==> src/rtl/wdt_pkg.sv <==
package wdt_pkg;
  localparam int unsigned DW = 8;
  localparam logic [7:0] IDX_ACTIVATE  = 8'h30;
  localparam logic [7:0] IDX_STATUS    = 8'hF7;
  localparam logic [7:0] IDX_TMO_STD   = 8'hF6;
  localparam logic [7:0] IDX_CTL_STD   = 8'hF5;
  localparam logic [7:0] IDX_TMO_ALT   = 8'hF4;
  localparam logic [7:0] IDX_CTL_ALT   = 8'hF3;
  localparam int unsigned STS_EVT_BIT  = 4;

  typedef struct packed {
    logic [1:0] keep;
    logic       evt;
  } wdt_status_t;
endpackage

==> src/rtl/wdt_prescaler.sv <==
module wdt_prescaler #(
  parameter int unsigned TICK_CYCLES = 8
) (
  input  logic clk,
  input  logic rst_n,
  input  logic en_i,
  input  logic restart_i,
  output logic tick_o
);
  localparam int unsigned PW = (TICK_CYCLES > 1) ? $clog2(TICK_CYCLES) : 1;
  localparam logic [PW-1:0] LAST = PW'(TICK_CYCLES - 1);

  logic [PW-1:0] div_q, div_d;
  logic          at_last;

  assign at_last = (div_q == LAST);
  assign tick_o  = en_i & at_last;

  always_comb begin
    div_d = div_q;
    if (restart_i)   div_d = '0;
    else if (en_i)   div_d = at_last ? '0 : div_q + PW'(1);
  end

  always_ff @(posedge clk or negedge rst_n) begin
    if (!rst_n) div_q <= '0;
    else        div_q <= div_d;
  end

  p_div_range_r2: assert property (@(posedge clk) disable iff (!rst_n)
    div_q <= LAST);
  p_div_frozen_r7: assert property (@(posedge clk) disable iff (!rst_n)
    (!en_i && !restart_i) |=> $stable(div_q));
endmodule

==> src/rtl/wdt_countdown.sv <==
module wdt_countdown #(
  parameter int unsigned CW = 8
) (
  input  logic          clk,
  input  logic          rst_n,
  input  logic          run_i,
  input  logic          tick_i,
  input  logic          load_i,
  input  logic [CW-1:0] load_val_i,
  output logic [CW-1:0] cnt_o,
  output logic          live_o,
  output logic          expire_o
);
  logic [CW-1:0] cnt_q, cnt_d;
  logic          step;

  assign live_o   = (cnt_q != '0);
  assign step     = run_i & tick_i & live_o & ~load_i;
  assign expire_o = step & (cnt_q == CW'(1));
  assign cnt_o    = cnt_q;

  always_comb begin
    cnt_d = cnt_q;
    if (load_i)    cnt_d = load_val_i;
    else if (step) cnt_d = cnt_q - CW'(1);
  end

  always_ff @(posedge clk or negedge rst_n) begin
    if (!rst_n) cnt_q <= '0;
    else        cnt_q <= cnt_d;
  end

  p_no_rise_r2: assert property (@(posedge clk) disable iff (!rst_n)
    !load_i |=> (cnt_q <= $past(cnt_q)));
  p_freeze_r7: assert property (@(posedge clk) disable iff (!rst_n)
    (!run_i && !load_i) |=> $stable(cnt_q));
  p_hold_zero_r5: assert property (@(posedge clk) disable iff (!rst_n)
    (cnt_q == '0 && !load_i) |=> (cnt_q == '0));
  p_load_wins_r3: assert property (@(posedge clk) disable iff (!rst_n)
    load_i |=> (cnt_q == $past(load_val_i)));
endmodule

==> src/rtl/wdt_pulse.sv <==
module wdt_pulse #(
  parameter int unsigned PULSE_CYCLES = 4
) (
  input  logic clk,
  input  logic rst_n,
  input  logic fire_i,
  output logic busy_o
);
  localparam int unsigned LW = $clog2(PULSE_CYCLES + 1);

  logic [LW-1:0] left_q, left_d;

  assign busy_o = (left_q != '0);

  always_comb begin
    left_d = left_q;
    if (fire_i)      left_d = LW'(PULSE_CYCLES);
    else if (busy_o) left_d = left_q - LW'(1);
  end

  always_ff @(posedge clk or negedge rst_n) begin
    if (!rst_n) left_q <= '0;
    else        left_q <= left_d;
  end

  p_pulse_start_r5: assert property (@(posedge clk) disable iff (!rst_n)
    fire_i |=> busy_o);
  p_pulse_bound_r5: assert property (@(posedge clk) disable iff (!rst_n)
    left_q <= LW'(PULSE_CYCLES));
endmodule

==> src/rtl/sec_watchdog.sv <==
module sec_watchdog
  import wdt_pkg::*;
#(
  parameter int unsigned TICK_CYCLES  = 125_000_000,
  parameter int unsigned PULSE_CYCLES = 16,
  parameter bit          ALT_MAP      = 1'b0
) (
  input  logic          clk,
  input  logic          rst_n,
  input  logic          reg_wr,
  input  logic [DW-1:0] reg_addr,
  input  logic [DW-1:0] reg_wdata,
  output logic [DW-1:0] reg_rdata,
  output logic          wdt_out
);
  localparam logic [7:0] IDX_TMO = ALT_MAP ? IDX_TMO_ALT : IDX_TMO_STD;
  localparam logic [7:0] IDX_CTL = ALT_MAP ? IDX_CTL_ALT : IDX_CTL_STD;

  // reset: asserted asynchronously, released on the clock
  logic [1:0] rs_q;
  logic       rst_ni;
  always_ff @(posedge clk or negedge rst_n) begin
    if (!rst_n) rs_q <= 2'b00;
    else        rs_q <= {rs_q[0], 1'b1};
  end
  assign rst_ni = rs_q[1];

  logic          act_q, act_d;
  logic [DW-1:0] ctl_q, ctl_d;
  wdt_status_t   sts_q, sts_d;

  logic          wr_tmo, wr_ctl, wr_sts, wr_act;
  logic          tick, live, expire, pulse;
  logic [DW-1:0] cnt;

  assign wr_tmo = reg_wr & (reg_addr == IDX_TMO);
  assign wr_ctl = reg_wr & (reg_addr == IDX_CTL);
  assign wr_sts = reg_wr & (reg_addr == IDX_STATUS);
  assign wr_act = reg_wr & (reg_addr == IDX_ACTIVATE);

  wdt_prescaler #(.TICK_CYCLES(TICK_CYCLES)) u_presc (
    .clk       (clk),
    .rst_n     (rst_ni),
    .en_i      (act_q & live),
    .restart_i (wr_tmo),
    .tick_o    (tick)
  );

  wdt_countdown #(.CW(DW)) u_count (
    .clk        (clk),
    .rst_n      (rst_ni),
    .run_i      (act_q),
    .tick_i     (tick),
    .load_i     (wr_tmo),
    .load_val_i (reg_wdata),
    .cnt_o      (cnt),
    .live_o     (live),
    .expire_o   (expire)
  );

  wdt_pulse #(.PULSE_CYCLES(PULSE_CYCLES)) u_pulse (
    .clk    (clk),
    .rst_n  (rst_ni),
    .fire_i (expire),
    .busy_o (pulse)
  );

  assign wdt_out = pulse & act_q;

  always_comb begin
    act_d = act_q;
    ctl_d = ctl_q;
    sts_d = sts_q;
    if (wr_act) act_d = reg_wdata[0];
    if (wr_ctl) ctl_d = reg_wdata;
    if (wr_sts) begin
      sts_d.keep = reg_wdata[7:6];
      if (!reg_wdata[STS_EVT_BIT]) sts_d.evt = 1'b0;
    end
    if (expire) sts_d.evt = 1'b1;
  end

  always_ff @(posedge clk or negedge rst_ni) begin
    if (!rst_ni) begin
      act_q <= 1'b0;
      ctl_q <= '0;
      sts_q <= '0;
    end else begin
      act_q <= act_d;
      ctl_q <= ctl_d;
      sts_q <= sts_d;
    end
  end

  always_comb begin
    reg_rdata = '0;
    case (reg_addr)
      IDX_TMO:      reg_rdata = cnt;
      IDX_CTL:      reg_rdata = ctl_q;
      IDX_STATUS:   reg_rdata = {sts_q.keep, 1'b0, sts_q.evt, 4'b0000};
      IDX_ACTIVATE: reg_rdata = {7'd0, act_q};
      default:      reg_rdata = '0;
    endcase
  end

  p_out_gated_r7: assert property (@(posedge clk) disable iff (!rst_ni)
    wdt_out |-> act_q);
  p_evt_set_r6: assert property (@(posedge clk) disable iff (!rst_ni)
    expire |=> sts_q.evt);
  p_evt_sticky_r6: assert property (@(posedge clk) disable iff (!rst_ni)
    (sts_q.evt && !wr_sts) |=> sts_q.evt);
endmodule

==> config.mk <==
export PLATFORM = sky130hd
export DESIGN_NAME = sec_watchdog
export DESIGN_NICKNAME = d
export VERILOG_FILES = /design/src/rtl/wdt_pkg.sv /design/src/rtl/wdt_prescaler.sv /design/src/rtl/wdt_countdown.sv /design/src/rtl/wdt_pulse.sv /design/src/rtl/sec_watchdog.sv
export SDC_FILE = /design/constraint.sdc
export NUM_CORES = 1
export LEC_CHECK = 0
export ABC_AREA = 0
export BUFFER_PORTS_ARGS = -buffer_cell sky130_fd_sc_hd__buf_2
export CORE_ASPECT_RATIO = 2
export CORE_UTILIZATION = 40
export DETAILED_ROUTE_END_ITERATION = 12
export HOLD_SLACK_MARGIN = 0.06
export SLEW_MARGIN = 20
export SYNTH_ARGS = -nofsm -noshare
export SYNTH_HDL_FRONTEND = slang
export SYNTH_SLANG_ARGS = --single-unit
==> constraint.sdc <==
create_clock -name clk -period 3.8 [get_ports clk]
set_clock_uncertainty 0.2 [all_clocks]
set_input_delay 0.76 -clock clk [delete_from_list [all_inputs] [get_ports clk]]
set_output_delay 0.76 -clock clk [all_outputs]
set_load 0.02 [all_outputs]
# After elaboration in Yosys (flattened, before gate mapping)
# Index checks and enable logic that the tools add are counted.
# Widths: inputs -> output; s select.
# word_totals
out_inout_bits,9
register_bits,54
in_bits,19
elab_cells,48
# op_classes
mux,11
n_bitwise,12
eq_ne,7
n_addsub,3
n_reduce_logical,7
# ops
cell,n
$mux 27,3
$pmux 8 s4,1
$add 27x1->27 const B,1
$eq 27x27->1 const B,1
$eq 8x8->1 const B,3
$mux 8,2
$and 1x1->1,11
$mux 5,2
$eq 8x1->1 const B,1
$eq 8x6->1 const B,1
$reduce_bool 2->1,4
$reduce_bool 8->1,1
$sub 8x1->8 const B,1
$reduce_bool 5->1,1
$sub 5x1->5 const B,1
$mux 1,3
$ne 2x1->1 const B,1
$reduce_and 2->1,1
$not 1->1,1

# Longest topological paths before layout
# Gate-level depths: netlist of run 1.
# logic_depth
depth_word,9
mapped_depth,9
ltp_nobuf,7

# Cells and area by module
# A second synthesis of run 1 with hierarchy kept.
# hier_totals
hier_cells,329
hier_area_um2,3241.9
# modules_own_cells
module,cells_per_inst,seq_area_each_um2,area_each_um2,instances
wdt_prescaler,181,675.6,1630.3,1
sec_watchdog,65,350.3,785.8,1
wdt_countdown,58,200.2,564.3,1
wdt_pulse,25,125.1,261.5,1

# Least setup slack after synthesis of run 1
# Ideal clock, no wire load.
# synth_timing
path_kind,input port to output port
from,input port reg_addr[0]
to,output port reg_rdata[0]
arrival_time_ns,1.969
cell_stages,5
setup_slack_ns,0.871
n_path_buf,2
required_time_ns,2.840
path_cell_list,clkbuf_1 nor2b_1 clkbuf_1 a22oi_1 o21ai_0
# synth_between
elab_chain_cells,2
elab_cells_between_ends,5
cone_classes,4 x eq/ne; 1 x mux
# synth_rtl
item,line_no,rtl
from (decl),sec_watchdog.sv:11,"input logic [DW-1:0] reg_addr,"
$eq 8x6->1 or $eq 8x8->1 (tied branches),sec_watchdog.sv:97,case (reg_addr)
$pmux 8 s4 (*),sec_watchdog.sv:97,
to (decl),sec_watchdog.sv:13,"output logic [DW-1:0] reg_rdata,"
# Mark *: on every way between the ends. The rest lies on a longest branch, timed or not.

# Worst setup path in the final report of run 1
# layout_timing
from,register u_presc.div_q[6]
to,register u_presc.div_q[3]
# layout_between
elab_chain_cells,4
# layout_rtl
item,line_no,rtl
from (decl),wdt_prescaler.sv:13,"logic [PW-1:0] div_q, div_d;"
from (signal assigned),wdt_prescaler.sv:27,else div_q <= div_d;
$eq 27x27->1,wdt_prescaler.sv:16,assign at_last = (div_q == LAST);
$mux 27 (2 in a row),wdt_prescaler.sv:22,else if (en_i) div_d = at_last ? '0 : div_q + PW'(1);
$mux 27,wdt_prescaler.sv:21,if (restart_i) div_d = '0;
# Every way passes these cells. The select of a mux whose other input is x is not followed.
# A chain may end at the register's enable or synchronous reset.

==> results of run 1 <==
-- worst paths after layout --
kind | startpoint | to | slack (ns)
min in group clk | rs_q[0]$_DFF_PN0_ | rs_q[1]$_DFF_PN0_ | 0.15
max in group asynchronous | rs_q[1]$_DFF_PN0_ | u_count.cnt_o[0]$_DFFE_PN0P_ | 2.08
hold / removal | rs_q[1]$_DFF_PN0_ | u_presc.div_q[18]$_DFFE_PN0P_ | 0.15
setup / recovery | u_presc.div_q[6]$_DFFE_PN0P_ | u_presc.div_q[3]$_DFFE_PN0P_ | 0.82
hold reg to reg | rs_q[1]$_DFF_PN0_ | u_presc.div_q[18]$_DFFE_PN0P_ | 0.15
setup reg to reg | u_presc.div_q[6]$_DFFE_PN0P_ | u_presc.div_q[3]$_DFFE_PN0P_ | 0.82
-- kinds of logic (layout without fill, tap and decap cells) --
group / after synthesis / after routing / share of synthesized area (%)
and+or+nand+nor: 155 / 155 / 25.88
AOI/OAI and AO/OA: 54 / 54 / 12.28
DFF: 54 / 54 / 42.22
xor gates and xnor gates: 26 / 26 / 7.115
buffers and inverters: 25 / 54 / 5.082
muxes: 15 / 15 / 5.356
adders and majority gates: 5 / 5 / 1.955
other: 1 / 1 / 0.1172
-- power by group through the flow --
stage	Sequential [W]	Clock, W	Combinational, W
detailed placement	0.000666	0	0.000139
finish	0.000652	0.000494	0.000142
CTS	0.000651	0.000509	0.000146
global route	0.000657	0.000533	0.000163
global placement	0.000665	0	0.000137
floorplan	0.000655	0	0.0000905
-- layer usage --
layer	vias to the layer above	GRT usage (%)	wire, um
met5	-	0	0
met4	0	12.02	264
met3	15	3.280	262
met2	70	41.84	4742
met1	1320	19.86	2812
li1	1285	-	-
-- flip-flops by register name (all words and copies together) (netlist names) --
signal,flops
act_q,1
ctl_q,8
sts_q,3
u_pulse.left_q,5
u_count.cnt_o,8
rs_q,2
u_presc.div_q,27
-- cells in the mapped netlist (3+ instances only) --
cell        n
inv_1      10
or4_1       3
nor2_1     41
or3_1       5
o2111ai_1   6
nor4b_1     4
a22oi_1     9
ha_1        5
xor2_1      9
a211oi_1    5
nand4_1    12
and3_1     10
nand2_1    25
nor3_1      7
nor2b_1     5
mux2_2     13
xnor2_1    17
nand3_1    17
dfrtp_1    54
and4_1      3
nor4_1     10
and2_1      3
o21ai_0    12
o211ai_1    3
clkbuf_1    7
a21oi_1     3
-- critical path: cells and delay by family, from the launching register on --
kind	cells	cell delay, ns
DFF	1	0.44
and+or+nand+nor	5	2.20
-- per-stage QoR --
step                      util [%]  cells  worst slack [ns]  cell area (um^2)  hold WS (ns)
final                        46.54    458            0.8201              3563        0.1481
after global routing         46.54    458            0.6553              3563        0.1621
after CTS                    46.54    458            0.7928              3563        0.1532
after detailed placement     44.17    448            0.7800              3382       0.02780
after global placement       44.17    448            0.8452              3382       0.02925
after floorplan                  -    335            0.8709              3201        0.1312
-- layout by cell type, fill, tap and decap left out, types with 2 or more instances in the layout --
cell | Yosys | final
buf_2 | 0 | 27
ha_1 | 5 | 5
o21ai_0 | 12 | 12
nor3_1 | 7 | 7
o211ai_1 | 3 | 3
o41ai_1 | 2 | 2
and4_1 | 3 | 3
dfrtp_1 | 54 | 53
and2_1 | 3 | 3
o21ai_1 | 2 | 2
nor4b_1 | 4 | 4
o2111ai_1 | 6 | 6
and3_1 | 10 | 10
xnor2_1 | 17 | 17
inv_1 | 10 | 10
a211oi_1 | 5 | 5
mux2_2 | 13 | 13
xor2_1 | 9 | 9
or3_1 | 5 | 5
a22oi_1 | 9 | 9
buf_4 | 2 | 7
a21o_1 | 2 | 2
nor2b_1 | 5 | 5
nand2_1 | 25 | 25
nand3_1 | 17 | 17
clkbuf_16 | 0 | 5
nor2_1 | 41 | 41
a21oi_1 | 3 | 3
nand4_1 | 12 | 12
nand3b_1 | 2 | 2
nor4_1 | 10 | 10
a31oi_1 | 2 | 2
dlygate4sd3_1 | 0 | 2
or4_1 | 3 | 3
clkbuf_8 | 0 | 2
-- repair_timing --
| item | CTS | global route |
|---|---|---|
| buffers inserted | 0 | 0 |
| endpoints found under the hold margin | 22 | 0 |
| gates resized for setup | 0 | 0 |
| hold buffers | 2 | 0 |
-- layout make-up --
type | count | area (um^2)
Clock inverter | 1 | 8.758
Clock buffer | 7 | 152.6
Tap cell | 94 | 117.6
Timing Repair Buffer | 36 | 207.7
Fill cell | 758 | 4094
Multi-Input combinational cell | 256 | 1687
Sequential cell | 54 | 1353
Inverter | 10 | 37.54
==> qor.csv, run 1 <==
stage,metric,value,unit
status,status,"complete, no violations",
logic_synthesis,synth-seq-cells,54,
clock_tree,cts_buffers,5,
die,dieArea,8385,um^2
drt,drc,0,
drt,firstDrtPassIters,4,
drt,vias,2690,
worst_setup_path,cpPeakStageDelay,0.65,ns
clock_tree,clock-root-buffer,clkbuf_16,
clock_tree,clkSinkCount,54,
power_and_ir_drop,p_seq_share,50.6,%
logic_synthesis,synth_area_leader_cell,dfrtp_1,
job,maxCapViolations,0,
drt,avgViaCountPerCell,5.873,
power_and_ir_drop,internal-power,0.0009481,W
worst_setup_path,crit_required,3.76,ns
power_and_ir_drop,power_density,361.5,nW/um^2
global_routing,grt_max_degree,33,
drt,avgRoutedWirePerCell,17.64,um
worst_setup_path,worstPathCellList,or4b_1 -> or4_1 -> nor3_4 -> or2_1 -> nor2_1,
worst_hold_path,holdCritPathClass,flip-flop to asynchronous set/reset pin,
sta,setup_viol,0,
logic_synthesis,yosysTopAreaCellShare,42.22,%
power_and_ir_drop,p_comb_share,11.0,%
clock_tree,clk_pin_slew,0.07,ns
worst_setup_path,path_class,flip-flop to flip-flop,
die,start_util,41.80,%
sta,max_slew_margin,40.23,%
global_routing,grt_pass1_wl,13170,um
sta,rsz0062_at_grt,no,
global_routing,grt_pass1_vias,2675,
drt,drt_iter0_markers,132,
die,die_w,65.25,um
clock_tree,cts_tree,done,
clock_tree,insertion_delay,0.30,ns
placed_design,numPortBuffers,27,
die,fp.coreArea,7657,um^2
sta,fmax,335.6,MHz
power_and_ir_drop,power,0.001288,W
power_and_ir_drop,ir_worst_vdd,223.9,uV
power_and_ir_drop,p_leak,1.531,nW
global_routing,antenna_found_initial,0,
logic_synthesis,syn-mean-instance-area,9.554,um^2
drt,drtAntennaViolNets,0,
logic_synthesis,yosysUniqueCellTypes,56,
die,rows,45,
worst_setup_path,critPathSlowestCell,or4_1,
logic_synthesis,synth_fp_nets,359,
die,io_pins,28,
sta,drv_slew,0,
drt,drt-total-wl,8081,um
cells_and_area,nNetsFinal,387,
placed_design,dp_hpwl,6115,um
worst_setup_path,r2r_cells,5,
logic_synthesis,synth_area,3201,um^2
clock_tree,clk_path_buf_depth,2,
cells_and_area,antenna_cells,0,
die,die_y,128.5,um
logic_synthesis,yosys-top-cells-area,"dfrtp_1, nor2_1, xnor2_1",
worst_setup_path,cp.arrival,2.94,ns
power_and_ir_drop,p_sw,0.0003401,W
sta,finalCritPeriodShare,78.42,%
sta,finalHoldViolCount,0,
sta,finalCriticalPeriod,2.980,ns
worst_setup_path,path_max_fanout,17,
global_routing,grtUsageTotal,21.36,%
power_and_ir_drop,p_sw_share,26.40,%
logic_synthesis,ys.flop_type,dfrtp_1,
logic_synthesis,synthArstFlopShare,100.0,%
logic_synthesis,synth-seq-area-share,42.22,%
logic_synthesis,ys_warn_count,0,
placed_design,gp_congestion,0.8180,
logic_synthesis,synthCells,335,
worst_setup_path,end_kind,flip-flop,
worst_setup_path,critPathLaunchType,flip-flop,
sta,fin_tns_setup,0,ns
global_routing,overflow,0,
power_and_ir_drop,clockPowerShare,38.4,%
sta,worstMarginPinSlew,0.8935,ns
logic_synthesis,synth_edf_count,0,
clock_tree,htreeDepth,2,
cells_and_area,syn_to_final_growth,11.34,%
cells_and_area,drive_above_1_share,17.03,%
(Power assumes the default switching activity.)
==> run 2: changes to the inputs <==
ABC_AREA = 1   (was 0)
clock period = 2.7 ns   (was 3.8 ns; I/O delays follow)
==> qor.csv, run 2 <==
stage,metric,value,unit,change
status,status,"complete, no violations",,
die,die_y,134.9,um,+5.0%
logic_synthesis,syn-mean-instance-area,6.745,um^2,-29%
drt,vias,3361,,+25%
placed_design,preCtsSetupSlack,0.3059,ns,-0.4741 ns
global_routing,antenna_found_initial,0,,unchanged
clock_tree,clkSinkCount,54,,unchanged
logic_synthesis,yosysUniqueCellTypes,35,,-38%
global_routing,grtUsageTotal,21.58,%,+0.22 points
cells_and_area,syn_to_final_growth,11.29,%,about the same
cells_and_area,nFillCells,906,,+20%
die,dieArea,9239,um^2,+10%
logic_synthesis,synth_edf_count,0,,unchanged
logic_synthesis,synth_area_leader_cell,dfrtp_1,,
global_routing,grt_pass1_vias,3299,,+23%
worst_setup_path,setup.worst_path.end,reg_rdata[7],,
logic_synthesis,synth_fp_nets,548,,+53%
clock_tree,cts_resized,0,,unchanged
worst_hold_path,holdCritPathClass,flip-flop to asynchronous set/reset pin,,
drt,drc,0,,unchanged
sta,setup_viol,0,,unchanged
die,fp.coreArea,8588,um^2,+12%
global_routing,overflow,0,,unchanged
clock_tree,clk_pin_slew,0.08,ns,about the same
worst_setup_path,critPathLaunchType,primary input,,
power_and_ir_drop,power_density,415.5,nW/um^2,+15%
clock_tree,clk_path_buf_depth,2,,unchanged
die,die_w,68.47,um,+4.9%
logic_synthesis,yosysMostFrequentCell,nand2_1,,
drt,avgRoutedWirePerCell,13.99,um,-21%
sta,fin_tns_setup,0,ns,unchanged
clock_tree,cts_buffers,5,,unchanged
cells_and_area,drive_above_1_share,11.11,%,-5.9 points
power_and_ir_drop,internal-power,0.001223,W,+29%
logic_synthesis,synthArstFlopShare,100.0,%,unchanged
placed_design,dp_hpwl,7257,um,+19%
cells_and_area,nNetsFinal,581,,+50%
worst_setup_path,end_kind,output pin,,
clock_tree,insertion_delay,0.30,ns,about the same
worst_setup_path,crit_start,reg_addr[3],,
power_and_ir_drop,clockPowerShare,39.5,%,+1.1 points
sta,worstMarginPinSlew,0.6634,ns,-0.2301 ns
cells_and_area,antenna_cells,0,,unchanged
power_and_ir_drop,p_leak,1.926,nW,+26%
cells_and_area,final_cell_mix,"nand2_1, nor2_1, inv_1",,
sta,max_slew_margin,55.63,%,+15 points
sta,fmax,422.1,MHz,
worst_setup_path,cp.arrival,1.63,ns,-1.31 ns
logic_synthesis,ys.flop_type,dfrtp_1,,
power_and_ir_drop,p_sw,0.0004112,W,+21%
clock_tree,clock-root-buffer,clkbuf_16,,
die,io_pins,28,,unchanged
sta,finalCriticalPeriod,2.369,ns,
power_and_ir_drop,p_seq_share,53.0,%,+2.4 points
logic_synthesis,synth-seq-cells,54,,unchanged
drt,avgViaCountPerCell,5.108,,-13%
logic_synthesis,synth-seq-area-share,38.23,%,-4.0 points
worst_setup_path,r2r-end,u_count.cnt_o[0]$_DFFE_PN0P_,,
logic_synthesis,synthCells,524,,+56%
placed_design,gp_congestion,0.9638,,+18%
worst_setup_path,r2r_cells,7,,+2
power_and_ir_drop,p_sw_share,25.16,%,-1.2 points
cells_and_area,largest_register,u_presc.div_q,,
logic_synthesis,yosysTopAreaCellShare,38.23,%,-4.0 points
worst_setup_path,reg2reg_slack,0.45,ns,-0.37 ns
sta,finalHoldViolCount,0,,unchanged
sta,setup_ws,0.3309,ns,-0.4891 ns
logic_synthesis,yosys-top-cells-area,"dfrtp_1, nand2_1, nor2_1",,
die,rows,48,,+6.7%
clock_tree,cts_tree,done,,
sta,rsz0062_at_grt,no,,
worst_setup_path,path_class,primary input to output pin,,
drt,firstDrtPassIters,4,,unchanged
power_and_ir_drop,ir_worst_vdd,253.1,uV,+13%
worst_setup_path,crit_required,1.96,ns,-1.80 ns
cells_and_area,largest_reg_flops,27,,unchanged
cells_and_area,post-route-cell-area,3934,um^2,+10%
global_routing,grt_max_degree,33,,unchanged
cells_and_area,final_common_cell,nand2_1,,
drt,drtAntennaViolNets,0,,unchanged
placed_design,place_area,3770,um^2,+11%
sta,finalCritPeriodShare,87.74,%,
logic_synthesis,synth_area,3535,um^2,+10%
die,start_util,41.16,%,-0.64 points
placed_design,numPortBuffers,27,,unchanged
logic_synthesis,ys_top_cells_by_count,"nand2_1, nor2_1, inv_1",,
clock_tree,htreeDepth,2,,unchanged
power_and_ir_drop,p_comb_share,7.5,%,-3.5 points
drt,drt-total-wl,9208,um,+14%
worst_setup_path,path_max_fanout,9,,-8
drt,drt_iter0_markers,164,,+24%
job,maxCapViolations,0,,unchanged
worst_setup_path,r2r_start,u_presc.div_q[0]$_DFFE_PN0P_,,
global_routing,grt_pass1_wl,14790,um,+12%
sta,drv_slew,0,,unchanged
logic_synthesis,ys_warn_count,0,,unchanged
## run 2: metrics by stage
| stage | hold WS, ns | util (%) | cells | power [W] |
|---|---|---|---|---|
| after floorplan | 0.04441 | - | 524 | 0.0009521 |
| after global placement | -0.01083 | 43.90 | 648 | 0.001001 |
| after detailed placement | -0.008859 | 43.90 | 648 | 0.001004 |
| after CTS | 0.1022 | 45.80 | 658 | 0.001662 |
| after global routing | 0.1210 | 45.80 | 658 | 0.001712 |
| final | 0.08408 | 45.80 | 658 | 0.001634 |
## run 2: layer usage
metal | vias to the layer above | wire length [um] | global-route usage [%]
li1 | 1716 | - | -
met1 | 1551 | 3352 | 19.80
met2 | 66 | 5195 | 41.94
met3 | 28 | 220 | 2.618
met4 | 0 | 438 | 12.15
met5 | - | 0 | 0
## run 2: how the worst min path moves through the flow
stage	from	to	slack, ns	depth (start not counted)
final	rs_q[1]$_DFF_PN0_	u_presc.div_q[16]$_DFFE_PN0P_	0.08	1
after global routing	rs_q[1]$_DFF_PN0_	u_presc.div_q[16]$_DFFE_PN0P_	0.12	1
after CTS	rs_q[1]$_DFF_PN0_	u_presc.div_q[16]$_DFFE_PN0P_	0.10	1
after detailed placement	rs_q[1]$_DFF_PN0_	u_count.cnt_o[3]$_DFFE_PN0P_	-0.009	0
after global placement	rs_q[1]$_DFF_PN0_	u_count.cnt_o[3]$_DFFE_PN0P_	-0.01	0
after floorplan	rst_n	rs_q[0]$_DFF_PN0_	0.04	0
## run 2: layout make-up
cell class / count / area [um^2] / share of cell area, %
clock buffers: 6 / 128.9 / 3.276
clock inverters: 2 / 15.01 / 0.3817
inverters: 64 / 240.2 / 6.107
multi-input cells: 398 / 1879 / 47.77
flip-flops and latches: 54 / 1353 / 34.38
well taps: 100 / 125.1 / 3.181
repair buffers: 34 / 192.7 / 4.898
## run 2: power groups by stage
stage	combinational (W)	clock, W	sequential (W)
floorplan	0.0000686	0	0.000884
global placement	0.000116	0	0.000885
detailed placement	0.000118	0	0.000886
CTS	0.000126	0.000671	0.000866
global route	0.000140	0.000702	0.000870
finish	0.000123	0.000646	0.000865
## run 2: cell families after synthesis
logic type / synth area share, %
multiplexers: 0.3186
AO/OA/AOI/OAI: 7.752
other: 0.1061
adder cells (fa/ha/maj): 1.770
flip-flops: 38.23
XOR/XNOR: 2.230
AND/OR/NAND/NOR: 40.99
buffers and inverters: 8.601
## run 2: what timing repair did
item                      4_1_cts  5_1_grt
hold endpoints to repair       16        0
hold buffers                    2        0
buffers inserted                0        0
## run 2: worst max-delay path, cell delays in order
cell      delay (ns)
buf_2           0.10
inv_1           0.04
nand2_1         0.07
nor2_1          0.13
inv_1           0.07
nor2_1          0.11
nand2_2         0.14
inv_1           0.11
nand2_1         0.05
o211ai_1        0.08
buf_2           0.19
